<file path="src/rtl/booth_pkg.sv">
package booth_pkg;
  typedef enum logic [1:0] {
    OP_NONE = 2'd0,
    OP_ADD  = 2'd1,
    OP_SUB  = 2'd2
  } booth_op_e;
endpackage

</file>
<file path="src/rtl/booth_recode.sv">
module booth_recode
  import booth_pkg::*;
(
  input  logic [1:0] pair_i,
  output booth_op_e  op_o
);
  always_comb begin
    unique case (pair_i)
      2'b01:   op_o = OP_ADD;
      2'b10:   op_o = OP_SUB;
      default: op_o = OP_NONE;
    endcase
  end
endmodule

</file>
<file path="src/rtl/booth_ctrl.sv">
module booth_ctrl #(
  parameter int unsigned YW = 8
) (
  input  logic clk_i,
  input  logic rst_ni,
  input  logic start_i,
  output logic load_o,
  output logic step_o,
  output logic last_o,
  output logic done_o
);
  localparam int unsigned CW = $clog2(YW + 1);

  logic          busy_q;
  logic [CW-1:0] cnt_q;
  logic          done_q;

  assign load_o = !busy_q && start_i;
  assign step_o = busy_q;
  assign last_o = busy_q && (cnt_q == CW'(1));
  assign done_o = done_q;

  always_ff @(posedge clk_i or negedge rst_ni) begin
    if (!rst_ni) begin
      busy_q <= 1'b0;
      cnt_q  <= '0;
      done_q <= 1'b0;
    end else begin
      done_q <= last_o;
      if (load_o) begin
        busy_q <= 1'b1;
        cnt_q  <= CW'(YW);
      end else if (busy_q) begin
        cnt_q <= cnt_q - CW'(1);
        if (last_o) busy_q <= 1'b0;
      end
    end
  end

  // completion is a single-cycle pulse
  p_done_pulse_r4: assert property (@(posedge clk_i) disable iff (!rst_ni)
    done_q |=> !done_q);

  // a request during a running operation does not restart the count
  p_start_ignored_r5: assert property (@(posedge clk_i) disable iff (!rst_ni)
    (busy_q && start_i && cnt_q > CW'(1)) |=> (busy_q && cnt_q == $past(cnt_q) - CW'(1)));

  // an accepted start leads to a full count of steps
  p_full_count_r3: assert property (@(posedge clk_i) disable iff (!rst_ni)
    $rose(busy_q) |-> (cnt_q == CW'(YW)));
endmodule

</file>
<file path="src/rtl/booth_datapath.sv">
module booth_datapath
  import booth_pkg::*;
#(
  parameter int unsigned XW = 8,
  parameter int unsigned YW = 8
) (
  input  logic            clk_i,
  input  logic            rst_ni,
  input  logic            load_i,
  input  logic            step_i,
  input  logic [XW-1:0]   mcand_i,
  input  logic [YW-1:0]   mplier_i,
  output logic [XW+YW-1:0] next_prod_o
);
  localparam int unsigned HW = XW + 1;      // guard + upper field
  localparam int unsigned PW = HW + YW + 1; // + multiplier + appended bit

  logic [HW-1:0] add_q, sub_q;  // upper parts of the add/subtract constants
  logic [PW-1:0] p_q, p_next;
  logic [HW-1:0] hi_sum, addend;
  booth_op_e     op;

  booth_recode u_recode (
    .pair_i (p_q[1:0]),
    .op_o   (op)
  );

  always_comb begin
    unique case (op)
      OP_ADD:  addend = add_q;
      OP_SUB:  addend = sub_q;
      default: addend = '0;
    endcase
    hi_sum = p_q[PW-1 -: HW] + addend;
    p_next = {hi_sum[HW-1], hi_sum, p_q[YW:1]};
  end

  assign next_prod_o = p_next[PW-2:1];

  always_ff @(posedge clk_i or negedge rst_ni) begin
    if (!rst_ni) begin
      add_q <= '0;
      sub_q <= '0;
      p_q   <= '0;
    end else if (load_i) begin
      add_q <= {mcand_i[XW-1], mcand_i};
      sub_q <= HW'(0) - {mcand_i[XW-1], mcand_i};
      p_q   <= {{HW{1'b0}}, mplier_i, 1'b0};
    end else if (step_i) begin
      p_q <= p_next;
    end
  end

  // guard bit always mirrors the sign of the upper field
  p_guard_sign_r6: assert property (@(posedge clk_i) disable iff (!rst_ni)
    p_q[PW-1] == p_q[PW-2]);

  // constants are negatives of each other while stepping
  p_const_pair_r8: assert property (@(posedge clk_i) disable iff (!rst_ni)
    step_i |-> (HW'(add_q + sub_q) == '0));

  // working register frozen when neither loading nor stepping
  p_idle_hold_r5: assert property (@(posedge clk_i) disable iff (!rst_ni)
    (!load_i && !step_i) |=> $stable(p_q));
endmodule

</file>
<file path="src/rtl/booth_seq_mul.sv">
module booth_seq_mul #(
  parameter int unsigned XW = 8,
  parameter int unsigned YW = 8
) (
  input  logic             clk_i,
  input  logic             rst_ni,
  input  logic             start_i,
  input  logic [XW-1:0]    mcand_i,
  input  logic [YW-1:0]    mplier_i,
  output logic             done_o,
  output logic [XW+YW-1:0] product_o
);
  localparam int unsigned RW = XW + YW;

  logic          load, step, last;
  logic [RW-1:0] next_prod;
  logic [RW-1:0] result_q;

  booth_ctrl #(.YW(YW)) u_ctrl (
    .clk_i   (clk_i),
    .rst_ni  (rst_ni),
    .start_i (start_i),
    .load_o  (load),
    .step_o  (step),
    .last_o  (last),
    .done_o  (done_o)
  );

  booth_datapath #(.XW(XW), .YW(YW)) u_dp (
    .clk_i       (clk_i),
    .rst_ni      (rst_ni),
    .load_i      (load),
    .step_i      (step),
    .mcand_i     (mcand_i),
    .mplier_i    (mplier_i),
    .next_prod_o (next_prod)
  );

  always_ff @(posedge clk_i or negedge rst_ni) begin
    if (!rst_ni)   result_q <= '0;
    else if (last) result_q <= next_prod;
  end

  assign product_o = result_q;

  // product only moves together with a done pulse
  p_result_hold_r7: assert property (@(posedge clk_i) disable iff (!rst_ni)
    !$stable(product_o) |-> done_o);
endmodule

</file>
<file path="config.mk">
export PLATFORM = sky130hd
export DESIGN_NAME = booth_seq_mul
export DESIGN_NICKNAME = d
export VERILOG_FILES = /design/src/rtl/booth_pkg.sv /design/src/rtl/booth_recode.sv /design/src/rtl/booth_ctrl.sv /design/src/rtl/booth_datapath.sv /design/src/rtl/booth_seq_mul.sv
export SDC_FILE = /design/constraint.sdc
export NUM_CORES = 1
export LEC_CHECK = 0
export ABC_CLOCK_PERIOD_IN_PS = 3100
export BUFFER_PORTS_ARGS = -buffer_cell sky130_fd_sc_hd__buf_2
export CAP_MARGIN = 20
export CORE_ASPECT_RATIO = 1.2
export CORE_UTILIZATION = 32
export CTS_BUF_LIST = sky130_fd_sc_hd__clkbuf_8
export CTS_CLUSTER_DIAMETER = 100
export CTS_CLUSTER_SIZE = 20
export DETAILED_ROUTE_END_ITERATION = 16
export GPL_TIMING_DRIVEN = 0
export PLACE_DENSITY = 0.55
export SLEW_MARGIN = 20
export SYNTH_ARGS = -nofsm -noshare
export SYNTH_HDL_FRONTEND = slang
export SYNTH_SLANG_ARGS = --single-unit
</file>
<file path="constraint.sdc">
create_clock -name clk_i -period 3.1 [get_ports clk_i]
set_clock_uncertainty 0.05 [all_clocks]
set_input_delay 0.155 -clock clk_i [delete_from_list [all_inputs] [get_ports clk_i]]
set_output_delay 0.155 -clock clk_i [all_outputs]
set_load 0.02 [all_outputs]
</file>
; ---- Word-level counts from Yosys, hierarchy flattened
; Index checks and enable logic that the tools add are counted.
[word_totals]
ff_bits = 57
inputBits = 19
elab_cells = 28
[classes]
n_addsub = 3
n_eq_ne = 5
n_mux = 9
reduce_logical = 4
[ops]
columns = op, n
row1 = $mux 18, 2
row2 = $pmux 9 s2, 1
row3 = $add 9x9->9, 1
row4 = $sub 1x8->9 const A, 1
row5 = $mux 4, 2
row6 = $eq 2x1->1 const B, 2
row7 = $eq 2x2->1 const B, 2
row8 = $eq 4x1->1 const B, 1
row9 = $pmux 2 s2, 1
row10 = $sub 4x1->4 const B, 1
row11 = $mux 1, 3
row12 = $logic_and 1x1->1, 2
row13 = $reduce_bool 2->1, 1
row14 = $logic_not 1->1, 1

; ---- Depth between registers and ports, before layout
; Gate-level depths: netlist of the first run.
[logic_depth]
ltp_word = 7
ltp_mapped = 13
mapped_depth_nobuf = 12

; ---- Modules after synthesis
; Synthesis of the first run repeated with hierarchy kept, for this count alone.
[hier_totals]
hier_cells = 252
area_unflattened_um2 = 2900.3
[modules_own_cells]
columns = module, n_inst, cells_each, area_per_inst_um2, seq_area_each_um2
row1 = booth_datapath, 1, 193, 1959.4, 825.8
row2 = booth_seq_mul, 1, 34, 649.4, 400.4
row3 = booth_ctrl, 1, 23, 276.5, 150.1
row4 = booth_recode, 1, 2, 15.0, 0.0

; ---- Worst setup path after synthesis of the first run
; OpenSTA, ideal clock, no wires.
[synth_timing]
path_kind = register to register
from = reg u_dp.p_q[1]
to = reg u_dp.p_q[16]
setup_ns = 0.087
t_arrival_ns = 2.738
slack_ns = 0.226
path_stages_with_launch = 12
period_less_slack_ns = 2.874
path_cell_list = dfrtp_1 ha_1 clkbuf_1 nor3b_1 ha_1 inv_1 fa_1 nand2b_1 a211oi_2 nor3_1 or4b_1 o211ai_1
[synth_between]
elab_chain_cells = 7
word_cells_on_any_way = 9
cone_classes = add/sub (1) / eq/ne (4) / mux (4)
[synth_rtl]
columns = item, line
row1 = start: declaration, booth_datapath.sv:19  ; logic [PW-1:0] p_q, p_next;
row2 = start signal: assignment, booth_datapath.sv:48  ; p_q <= {{HW{1'b0}}, mplier_i, 1'b0};
row3 = start signal: assignment, booth_datapath.sv:50  ; p_q <= p_next;
row4 = $eq 2x2->1 or $eq 2x1->1 (tied branches), booth_recode.sv:8  ; unique case (pair_i)
row5 = $pmux 2 s2 *, booth_recode.sv:8
row6 = $eq 2x2->1 or $eq 2x1->1 (tied branches), booth_datapath.sv:29  ; unique case (op)
row7 = $pmux 9 s2 *, booth_datapath.sv:29
row8 = $add 9x9->9 *, booth_datapath.sv:34  ; hi_sum = p_q[PW-1 -: HW] + addend;
row9 = $mux 18 *, booth_datapath.sv:49  ; end else if (step_i) begin
row10 = $mux 18 *, booth_datapath.sv:45  ; end else if (load_i) begin
; Mark *: on every way between the ends. The rest lies on a longest branch, timed or not. The select of a mux whose other input is x is not followed.
; A chain may end at the register's enable or synchronous reset.

; ---- Worst setup path after layout of the first run
[layout_timing]
from = reg u_dp.p_q[0]
to = reg u_dp.p_q[16]
; Same word-level chain as after synthesis.

==> impl_results.md, run 1 <==
* Status: completed
* Netlist Area Pre-Place at 2770 µm²
* Mean post-synth cell area at approximately 9.7 µm²
* Most frequent cell after synthesis: nand2_1
* Root Driver: clkbuf_8
* Maximum vdd drop at 0.221 mV
* Placed Area at just over 3000 µm²
* Yosys cell types at 42
* WS Path Type: flip-flop to flip-flop
* Mapped Nets at approximately 320
* Num ports at 36
* PD cells at 951 nW/µm²
* Clock Latency Late Sink at between 0.3 and 0.4 ns
* Metal-1 WL at 2.73 mm
* RSZ-0062 raised after global routing: false
* Post-synth EDFFs at 0
* CTS tree: built
* Relative slew slack at between 50% and 60%
* Number of DRC markers in iteration 0 at 70
* # DRC at 0
* Die area at roughly 9000 µm²
* Leading area contributor after synthesis: dfrtp_1
* Cell count after placement at ~430
* Total grt overflow at 0
* Share of cells above drive strength 1 at between 10% and 20%
* Clk buf depth at 2
* Clock-pin slew on the worst setup and hold paths at 0.10 ns
* Routed WL at approximately 6 mm
* Final worst-path cycle share at between 90% and 100%
* Synth top area share at roughly 50%
* Yosys warns at 0
* CP required at between 3 and 4 ns
* Maxcap violations at 0
* H-tree depth at 2
* Register area share after synthesis at between 40% and 50%
* Setup violations, final at 0
* Met2 wire length at ~2.9 mm
* Worst min path class: input port to flip-flop
* Arrival time worst endpoint at about 3.1 ns
* Gr usage total at 14.3%
* Nets at around 360
* CP startpoint kind: flip-flop
* Fmax at 343 MHz
* Met3 wire len at about 170 µm
* Largest net degree at the start of global routing at 56
* Setup TNS at 0 ns
* Final Max Tran Viols at 0
* Async S/R FF share, synth at 100%
* Inserted Clock Buffers at 5
* RePlAce Congestion at 0.783
* Top Metal Used: met4
* Post-route ant nets at 0
* Core area at between 8000 and 9000 µm²
* Synth Flop Type: dfrtp_1
* LEAKAGE at ~1.6 nW
* Row cnt at 36
* WHS Path Cells at 2
* Routed via count at a little over 2000
* DR vias/cell at around 4.7
* Cells on worst reg2reg path at 11
* Initial antenna violation count at 0
* Initial core utilization at roughly 34%
* Commonest cells post-synth: nand2_1 (66), dfrtp_1 (55), o21ai_0 (32), ha_1 (13), nor2_1 (13)
* HPWL Detailed at about 4.3 mm
* Worst Tran Pin Value at 0.707 ns
* ANT cells at 0
* Number of global-route vias before repair at between 2000 and 2500
* Fin. Hold Viols at 0
* Non-Filler Instances at around 440
* Post-route cell area at approximately 3200 µm²
* Area grow syn2layout at 16.1%
* Minimum clock period at about 2.9 ns
* Post-layout util at approximately two fifths
* Die Y at around 100 µm
* Largest cells by area after synthesis: dfrtp_1 (50%), nand2_1 (9.0%), ha_1 (5.9%)
* Routed WL per cell at roughly 13 µm
* First-pass GRT wire length at 9.92 mm
* First-pass detailed-route iteration total at 4
* Mapped Cells at between 200 and 300
* IO buf count at 35
* Yosys reg bits at between 50 and 60
* Final Power at just over 3 mW
* CTS Sinks at 55
* Die width at 86.9 µm
* CP max FO at 9
* Crit. End Element: flip-flop
-- timing repair --
| item | in CTS | in global routing |
|---|---|---|
| gates resized for setup | 1 | 3 |
| setup buffers | 0 | 2 |
| endpoints found under the setup margin | 2 | 3 |
| pin swaps | 0 | 2 |
| hold endpoints to repair | 55 | 0 |
| hold buffers | 1 | 0 |
-- metal layers --
| metal | track usage [%] | vias to the layer above |
|---|---|---|
| met3 | 3.25 | 5 |
| met1 | 18.0 | 989 |
| li1 | - | 1042 |
| met2 | 23.2 | 30 |
| met4 | 6.07 | 0 |
| met5 | 0 | - |
-- state kept, by name (all words and copies together) (netlist names) --
name,count
product_o,16
u_ctrl.cnt_q,4
u_ctrl.done_o,1
u_ctrl.step_o,1
u_dp.add_q,7
u_dp.p_q,17
u_dp.sub_q,9
-- critical path: stages (launching register included) --
cell      delay, ns
dfrtp_1        0.39
inv_1          0.08
ha_2           0.34
nor3b_2        0.21
ha_2           0.20
inv_1          0.05
fa_1           0.40
nand2b_4       0.17
a211oi_2       0.27
nor3_1         0.08
or4b_1         0.50
o211ai_1       0.11
-- layout by cell type, fill, tap and decap left out, types with 8 or more instances in the layout --
cell type,instances
buf_2,36
dfrtp_1,55
o21ai_0,32
ha_1,11
inv_1,11
xor2_1,9
mux2i_1,8
nand2_1,66
clkbuf_1,9
nor2_1,13
-- cell families after synthesis --
group / count (synthesis) / synth area share, %
AOI/OAI and AO/OA: 62 / 13.5
DFF: 55 / 49.7
xor gates and xnor gates: 15 / 5.24
buffers and inverters: 26 / 3.89
and+or+nand+nor: 96 / 14.8
adders and majority gates: 14 / 6.60
muxes: 16 / 6.28
-- final timing paths --
check / from / end / slack (ns)
max: u_dp.p_q[0]$_DFFE_PN0P_ / u_dp.p_q[16]$_DFFE_PN0P_ / 0.18
min: mcand_i[7] / u_dp.sub_q[8]$_DFFE_PN0P_ / 0.007
max reg2reg: u_dp.p_q[0]$_DFFE_PN0P_ / u_dp.p_q[16]$_DFFE_PN0P_ / 0.18
min reg2reg: product_o[0]$_DFFE_PN0P_ / product_o[0]$_DFFE_PN0P_ / 0.42
max in group asynchronous: rst_ni / product_o[8]$_DFFE_PN0P_ / 2.15
min in group asynchronous: rst_ni / product_o[1]$_DFFE_PN0P_ / 0.37
-- metrics by stage --
stage | worst slack, ns | hold slack [ns]
2_1_floorplan | 0.226 | -0.191
3_3_place_gp | -0.0478 | 0.348
3_5_place_dp | -0.0517 | 0.209
4_1_cts | 0.0632 | 0.00609
5_1_grt | 0.0198 | 0.00226
6_report | 0.184 | 0.00676
-- layout make-up --
class                   count  area (µm²)
inverters                  12        45.0
multi-input cells         203        1300
clock buffers               6        82.6
flip-flops and latches     55        1380
clock inverters             1        5.00
plain buffers              13        58.8
well taps                 114         143
repair buffers             38         203
fillers                   842        5030
-- power breakdown --
group          total, mW  internal, mW  switching [mW]  leakage (nW)
Sequential          1.25          1.06           0.194         0.686
Clock              0.408         0.176           0.232        0.0470
Combinational       1.40         0.574           0.826         0.828
No activity file was read; power rests on OpenSTA's default activity.
==> inputs of run 2 (changes only) <==
- MAX_ROUTING_LAYER: default -> met4
==> run 2 against run 1 <==
  * Total power is essentially flat
  * Critical endpoint unchanged
  * Non-clock buffer count unchanged
  * First-iteration DRC count decreased by 2.9%
  * Wire length down 0.55%
  * Core utilization unchanged
  * Final cell count is the same
  * Via count is 0.19% lower
  * Worst hold slack lost 0.0048 ns
  * Clock power is essentially flat
==> impl_results.md, run 2 (synthesized netlist as in run 1, its figures left out) <==
* Status: completed
* CTS Sinks at 55
* Sequential Power Share at between 40% and 50%
* First-pass GRT wire length at 9.91 mm
* Clock Latency Late Sink at around 0.32 ns
* CP peak stage delay at around 0.5 ns
* Worst Path Buf+Inv at 2
* Die area at 9030 µm²
* Maximum vdd drop at about 0.22 mV
* Routed WL at slightly below 6 mm
* Commonest non-fill, non-tap cell in the layout: nand2_1
* Root Driver: clkbuf_8
* Routed via count at a little over 2000
* Post-route cell area at 3210 µm²
* Post-route ant nets at 0
* Sequential cell area at between 1000 and 1500 µm²
* Die width at 86.9 µm
* Clk buf depth at 2
* Final Max Tran Viols at 0
* Crit. End Element: flip-flop
* WS Path Type: flip-flop to flip-flop
* Number of DRC markers in iteration 0 at 68
* Share of cells above drive strength 1 at 19.5%
* Footprint of the multi-input gates at between 1000 and 1500 µm²
* First-pass detailed-route iteration total at 4
* Worst R2R Setup Slack at around 0.17 ns
* Setup violations, final at 0
* Gr usage total at approximately 15%
* Largest net degree at the start of global routing at 56
* Layout fillers at between 800 and 900
* Cell internal pwr at roughly 1.8 mW
* Logic gate share of total power at a little under half
* Row cnt at 36
* # DRC at 0
* Cell count after placement at roughly 430
* Die Y at slightly above 100 µm
* Cells on worst reg2reg path at 11
* RePlAce Congestion at approximately 0.79
* Num ports at 36
* R2R Path End: u_dp.p_q[16]$_DFFE_PN0P_
* Switching Fraction at 41.0%
* Nets at roughly 360
* WHS Path Cells at 2
* Initial antenna violation count at 0
* Placed Area at ~3100 µm²
* CTS tree: built
* Inserted Clock Buffers at 5
* Fin. Hold Viols at 0
* Maxcap violations at 0
* Hold slack at approximately 0.0020 ns
* Worst Tran Pin Value at between 0.6 and 0.7 ns
* LEAKAGE at 1.56 nW
* Worst R2R Start: u_dp.p_q[0]$_DFFE_PN0P_
* CP required at 3.29 ns
* Net switching power of the design at 1.25 mW
* Area grow syn2layout at 16.1%
* CP max FO at 9
* Clk pwr share at between 10% and 20%
* HPWL Detailed at around 4.3 mm
* H-tree depth at 2
* Arrival time worst endpoint at approximately 3.1 ns
* Post-layout util at 39.0%
* Number of global-route vias before repair at about 2000
* Total grt overflow at 0
* Slowest-stage cell, CP: or4b_1
* Initial core utilization at about a third
* PD cells at about 950 nW/µm²
* Final worst-path cycle share at approximately 95%
* CP startpoint kind: flip-flop
* Minimum clock period at just under 3 ns
* Routed WL per cell at 13.1 µm
* Max reg flops at 17
* IO buf count at 35
* Largest register by flop count: u_dp.p_q
* Fmax at 341 MHz
* Worst hold start: mcand_i[7]
* DR vias/cell at roughly 4.7
* Non-Filler Instances at roughly 440
* Relative slew slack at around 53%
* ANT cells at 0
* Crit-path cells: inv_1, ha_2, nor3b_2, ha_2, inv_1, fa_1, nand2b_4, a211oi_2, nor3_1, or4b_1, o211ai_1
* Most frequent cells in the layout: nand2_1 (66), dfrtp_1 (55), buf_2 (36)
* Worst min path class: input port to flip-flop
* Core area at 8240 µm²
* RSZ-0062 raised after global routing: false
* Clock-pin slew on the worst setup and hold paths at 0.10 ns
* Hold Path End: u_dp.sub_q[8]$_DFFE_PN0P_
* CP top delay family: simple AND/OR/NAND/NOR gates
==> run 2: worst max path at each step <==
| stage | startpoint | to | slack (ns) | cells past startpoint |
|---|---|---|---|---|
| 2_1_floorplan | u_dp.p_q[1]$_DFFE_PN0P_ | u_dp.p_q[16]$_DFFE_PN0P_ | 0.23 | 11 |
| 3_3_place_gp | u_dp.p_q[1]$_DFFE_PN0P_ | u_dp.p_q[16]$_DFFE_PN0P_ | -0.05 | 11 |
| 3_5_place_dp | u_dp.p_q[1]$_DFFE_PN0P_ | u_dp.p_q[16]$_DFFE_PN0P_ | -0.05 | 11 |
| 4_1_cts | u_dp.p_q[0]$_DFFE_PN0P_ | u_dp.p_q[16]$_DFFE_PN0P_ | 0.06 | 11 |
| 5_1_grt | u_dp.p_q[1]$_DFFE_PN0P_ | u_dp.p_q[16]$_DFFE_PN0P_ | 0.02 | 13 |
| 6_report | u_dp.p_q[0]$_DFFE_PN0P_ | u_dp.p_q[16]$_DFFE_PN0P_ | 0.17 | 11 |
==> run 2: per-stage QoR <==
step | TNS [ns] | power, mW | setup WS, ns
finish | 0 | 3.06 | 0.170
global placement | -0.0478 | 2.61 | -0.0478
floorplan | 0 | 2.25 | 0.226
global route | 0 | 3.33 | 0.0176
detailed placement | -0.0552 | 2.66 | -0.0517
CTS | 0 | 3.08 | 0.0632
==> run 2: metal layers <==
metal	track usage [%]	wire length, µm
met1	18.1	2700
met2	23.1	2860
met3	2.62	130
met4	6.43	112
met5	-	0
==> run 2: repair_timing <==
item                                   4_1_cts  5_1_grt
endpoints found under the hold margin       55        0
setup endpoints to repair                    2        3
setup buffers                                0        2
gates cloned                                 0        0
pin swaps                                    0        2
resized for setup                            1        3
hold buffers                                 1        0
==> run 2: power groups by stage <==
stage          Sequential [mW]  Clock, mW  Combinational (mW)
4_1_cts                   1.25      0.424                1.40
2_1_floorplan             1.34          0               0.905
3_5_place_dp              1.27          0                1.39
5_1_grt                   1.29      0.445                1.59
6_report                  1.25      0.408                1.40
3_3_place_gp              1.25          0                1.36
==> run 2: final cells by class <==
type / instances / share of cell area (%)
well taps: 114 / 4.44
inverters: 12 / 1.40
repair buffers: 38 / 6.31
multi-input cells: 203 / 40.5
flip-flops and latches: 55 / 42.8
clock inverters: 1 / 0.156
plain buffers: 13 / 1.83
clock buffers: 6 / 2.57
==> run 2: worst reg2reg max path, stage by stage, from the launching register on <==
cell and delay, ns:
dfrtp_1 0.39, inv_1 0.08, ha_2 0.34, nor3b_2 0.22, ha_2 0.20, inv_1 0.05
fa_1 0.41, nand2b_4 0.17, a211oi_2 0.27, nor3_1 0.08, or4b_1 0.50, o211ai_1 0.12
==> inputs of run 3 (changes only) <==
- CORE_ASPECT_RATIO: 1.2 -> default
==> run 3 against run 2 <==
  * Total power increased by 0.81%
  * Via count grew 0.24%
  * Setup slack better by 0.028 ns
  * Highest routed layer unchanged
  * Sequential power is essentially flat
  * Cell area is 0.47% higher
  * Core utilization fell by 0.084 points
  * Register-to-register slack better by 0.03 ns
  * Non-clock buffer count increased by 1
  * Die area barely moved
==> impl_results.md, run 3 (synthesized netlist as in run 1, its figures left out) <==
* Status: completed
* Logic gate share of total power at about 46%
* Crit. End Element: flip-flop
* Initial core utilization at between 30% and 40%
* Slowest-stage cell, CP: or4b_1
* Routed WL at approximately 5.7 mm
* CP peak stage delay at between 0.5 and 0.6 ns
* Commonest non-fill, non-tap cell in the layout: nand2_1
* Total grt overflow at 0
* RePlAce Congestion at just under 0.9
* First-pass detailed-route iteration total at 4
* WS Path Type: flip-flop to flip-flop
* Area grow syn2layout at 16.7%
* Setup TNS at 0 ns
* Fmax at approximately 340 MHz
* Fin. Hold Viols at 0
* Net switching power of the design at 1.29 mW
* Maxcap violations at 0
* Worst Tran Pin Value at 0.713 ns
* Crit-path cells: inv_1, ha_2, nor3b_2, ha_2, inv_1, fa_2, nand2b_4, a211oi_4, nor3_1, or4b_1, o211ai_1
* ANT cells at 0
* CP max FO at 9
* Clk pwr share at 13.6%
* First-pass GRT wire length at 9.89 mm
* Clk buf depth at 2
* Number of DRC markers in iteration 0 at a little over 60
* CTS tree: built
* Switching Fraction at a little over two fifths
* CP startpoint kind: flip-flop
* # DRC at 0
* Routed WL per cell at between 10 and 15 µm
* Root Driver: clkbuf_8
* CTS Sinks at 55
* PD cells at about 950 nW/µm²
* Clock-pin slew on the worst setup and hold paths at around 0.11 ns
* Core area at about 8300 µm²
* Routed via count at roughly 2100
* Num ports at 36
* LEAKAGE at between 1.5 and 2 nW
* Most frequent cells in the layout: nand2_1 (66), dfrtp_1 (55), buf_2 (36)
* Cell internal pwr at roughly 1.8 mW
* Share of cells above drive strength 1 at roughly 20%
* Largest register by flop count: u_dp.p_q
* H-tree depth at 2
* Relative slew slack at a little over half
* Initial antenna violation count at 0
* Maximum vdd drop at between 0.2 and 0.3 mV
* Sequential Power Share at around two fifths
* Max reg flops at 17
* Final worst-path cycle share at a little over nine tenths
* Hold slack at roughly 0.053 ns
* Final Max Tran Viols at 0
* Inserted Clock Buffers at 5
* Die width at between 90 and 100 µm
* RSZ-0062 raised after global routing: false
* CP required at ~3.3 ns
* Worst min path class: input port to flip-flop
* Clock Latency Late Sink at between 0.3 and 0.4 ns
* Die Y at roughly 95 µm
* Minimum clock period at 2.90 ns
* Largest net degree at the start of global routing at 56
* Post-route ant nets at 0
* Gr usage total at between 10% and 20%
* Arrival time worst endpoint at ~3.1 ns
* Row cnt at 33
* Die area at around 9000 µm²
* DR vias/cell at between 4 and 5
* Setup violations, final at 0
* HPWL Detailed at between 4 and 5 mm
* IO buf count at 35
* Number of global-route vias before repair at between 2000 and 2500
* Nets at 362
==> run 3: changes by cell type in the layout (fill, tap and decap cells not counted) <==
| cell | before | now |
|---|---|---|
| fa_2 | 0 | 1 |
| clkinv_2 | 1 | 0 |
| fa_1 | 1 | 0 |
| dlygate4sd3_1 | 1 | 2 |
| clkinvlp_4 | 0 | 1 |
| clkbuf_8 | 6 | 5 |
| a211oi_4 | 0 | 1 |
| clkinv_4 | 0 | 2 |
| a211oi_2 | 1 | 0 |
==> run 3: final timing paths <==
path	end	start	cells past startpoint	slack (ns)
hold / removal	u_dp.add_q[4]$_DFFE_PN0P_	mcand_i[4]	2	0.05
min in group asynchronous	product_o[3]$_DFFE_PN0P_	rst_ni	2	0.36
hold reg to reg	product_o[2]$_DFFE_PN0P_	product_o[2]$_DFFE_PN0P_	2	0.43
max in group asynchronous	product_o[10]$_DFFE_PN0P_	rst_ni	2	2.15
setup reg to reg	u_dp.p_q[16]$_DFFE_PN0P_	u_dp.p_q[0]$_DFFE_PN0P_	11	0.20
setup / recovery	u_dp.p_q[16]$_DFFE_PN0P_	u_dp.p_q[0]$_DFFE_PN0P_	11	0.20
==> run 3: timing repair <==
| action | 4_1_cts | 5_1_grt |
|---|---|---|
| pin swaps | 0 | 2 |
| gates resized for setup | 1 | 5 |
| hold buffers | 2 | 0 |
| endpoints found under the hold margin | 56 | 0 |
| endpoints found under the setup margin | 2 | 2 |
| buffers inserted | 0 | 2 |
==> run 3: power groups by stage <==
stage                     sequential (mW)  clock, mW  combinational [mW]
after floorplan                      1.34          0               0.905
after global placement               1.26          0                1.36
after detailed placement             1.27          0                1.38
after CTS                            1.26      0.435                1.39
after global routing                 1.30      0.461                1.63
final                                1.25      0.419                1.41
==> run 3: cell type report <==
class / instances / area (µm²)
Fill cell: 828 / 5070
Sequential cell: 55 / 1380
Multi-Input combinational cell: 203 / 1310
Timing Repair Buffer: 39 / 213
Tap cell: 105 / 131
Clock buffer: 5 / 68.8
Buffer: 13 / 58.8
Inverter: 12 / 45.0
Clock inverter: 3 / 25.0
==> run 3: metal layers <==
layer  vias to the layer above  track usage, %  part of all wire, %
met4                         0            4.55                  1.3
met5                         -               -                    0
met3                         6            2.42                  2.5
met2                        30            21.9                   45
met1                       985            20.2                   51
li1                       1046               -                    -
==> run 3: stage by stage <==
stage                     setup slack [ns]  total power, mW  cells  cell area, µm²  util [%]
after floorplan                      0.226             2.25    284            2770         -
after global placement             -0.0343             2.62    424            3070      37.0
after detailed placement           -0.0754             2.65    424            3080      37.1
after CTS                           0.0165             3.09    433            3190      38.5
after global routing                0.0570             3.39    435            3230      38.9
final                                0.198             3.08    435            3230      38.9
==> run 3: critical path: cells and delay by family, from the launching register on <==
family                     cells  cell delay [ns]
AOI/OAI and AO/OA              2             0.40
DFF                            1             0.39
and+or+nand+nor                4             0.97
buffers and inverters          2             0.13
adders and majority gates      3             0.89
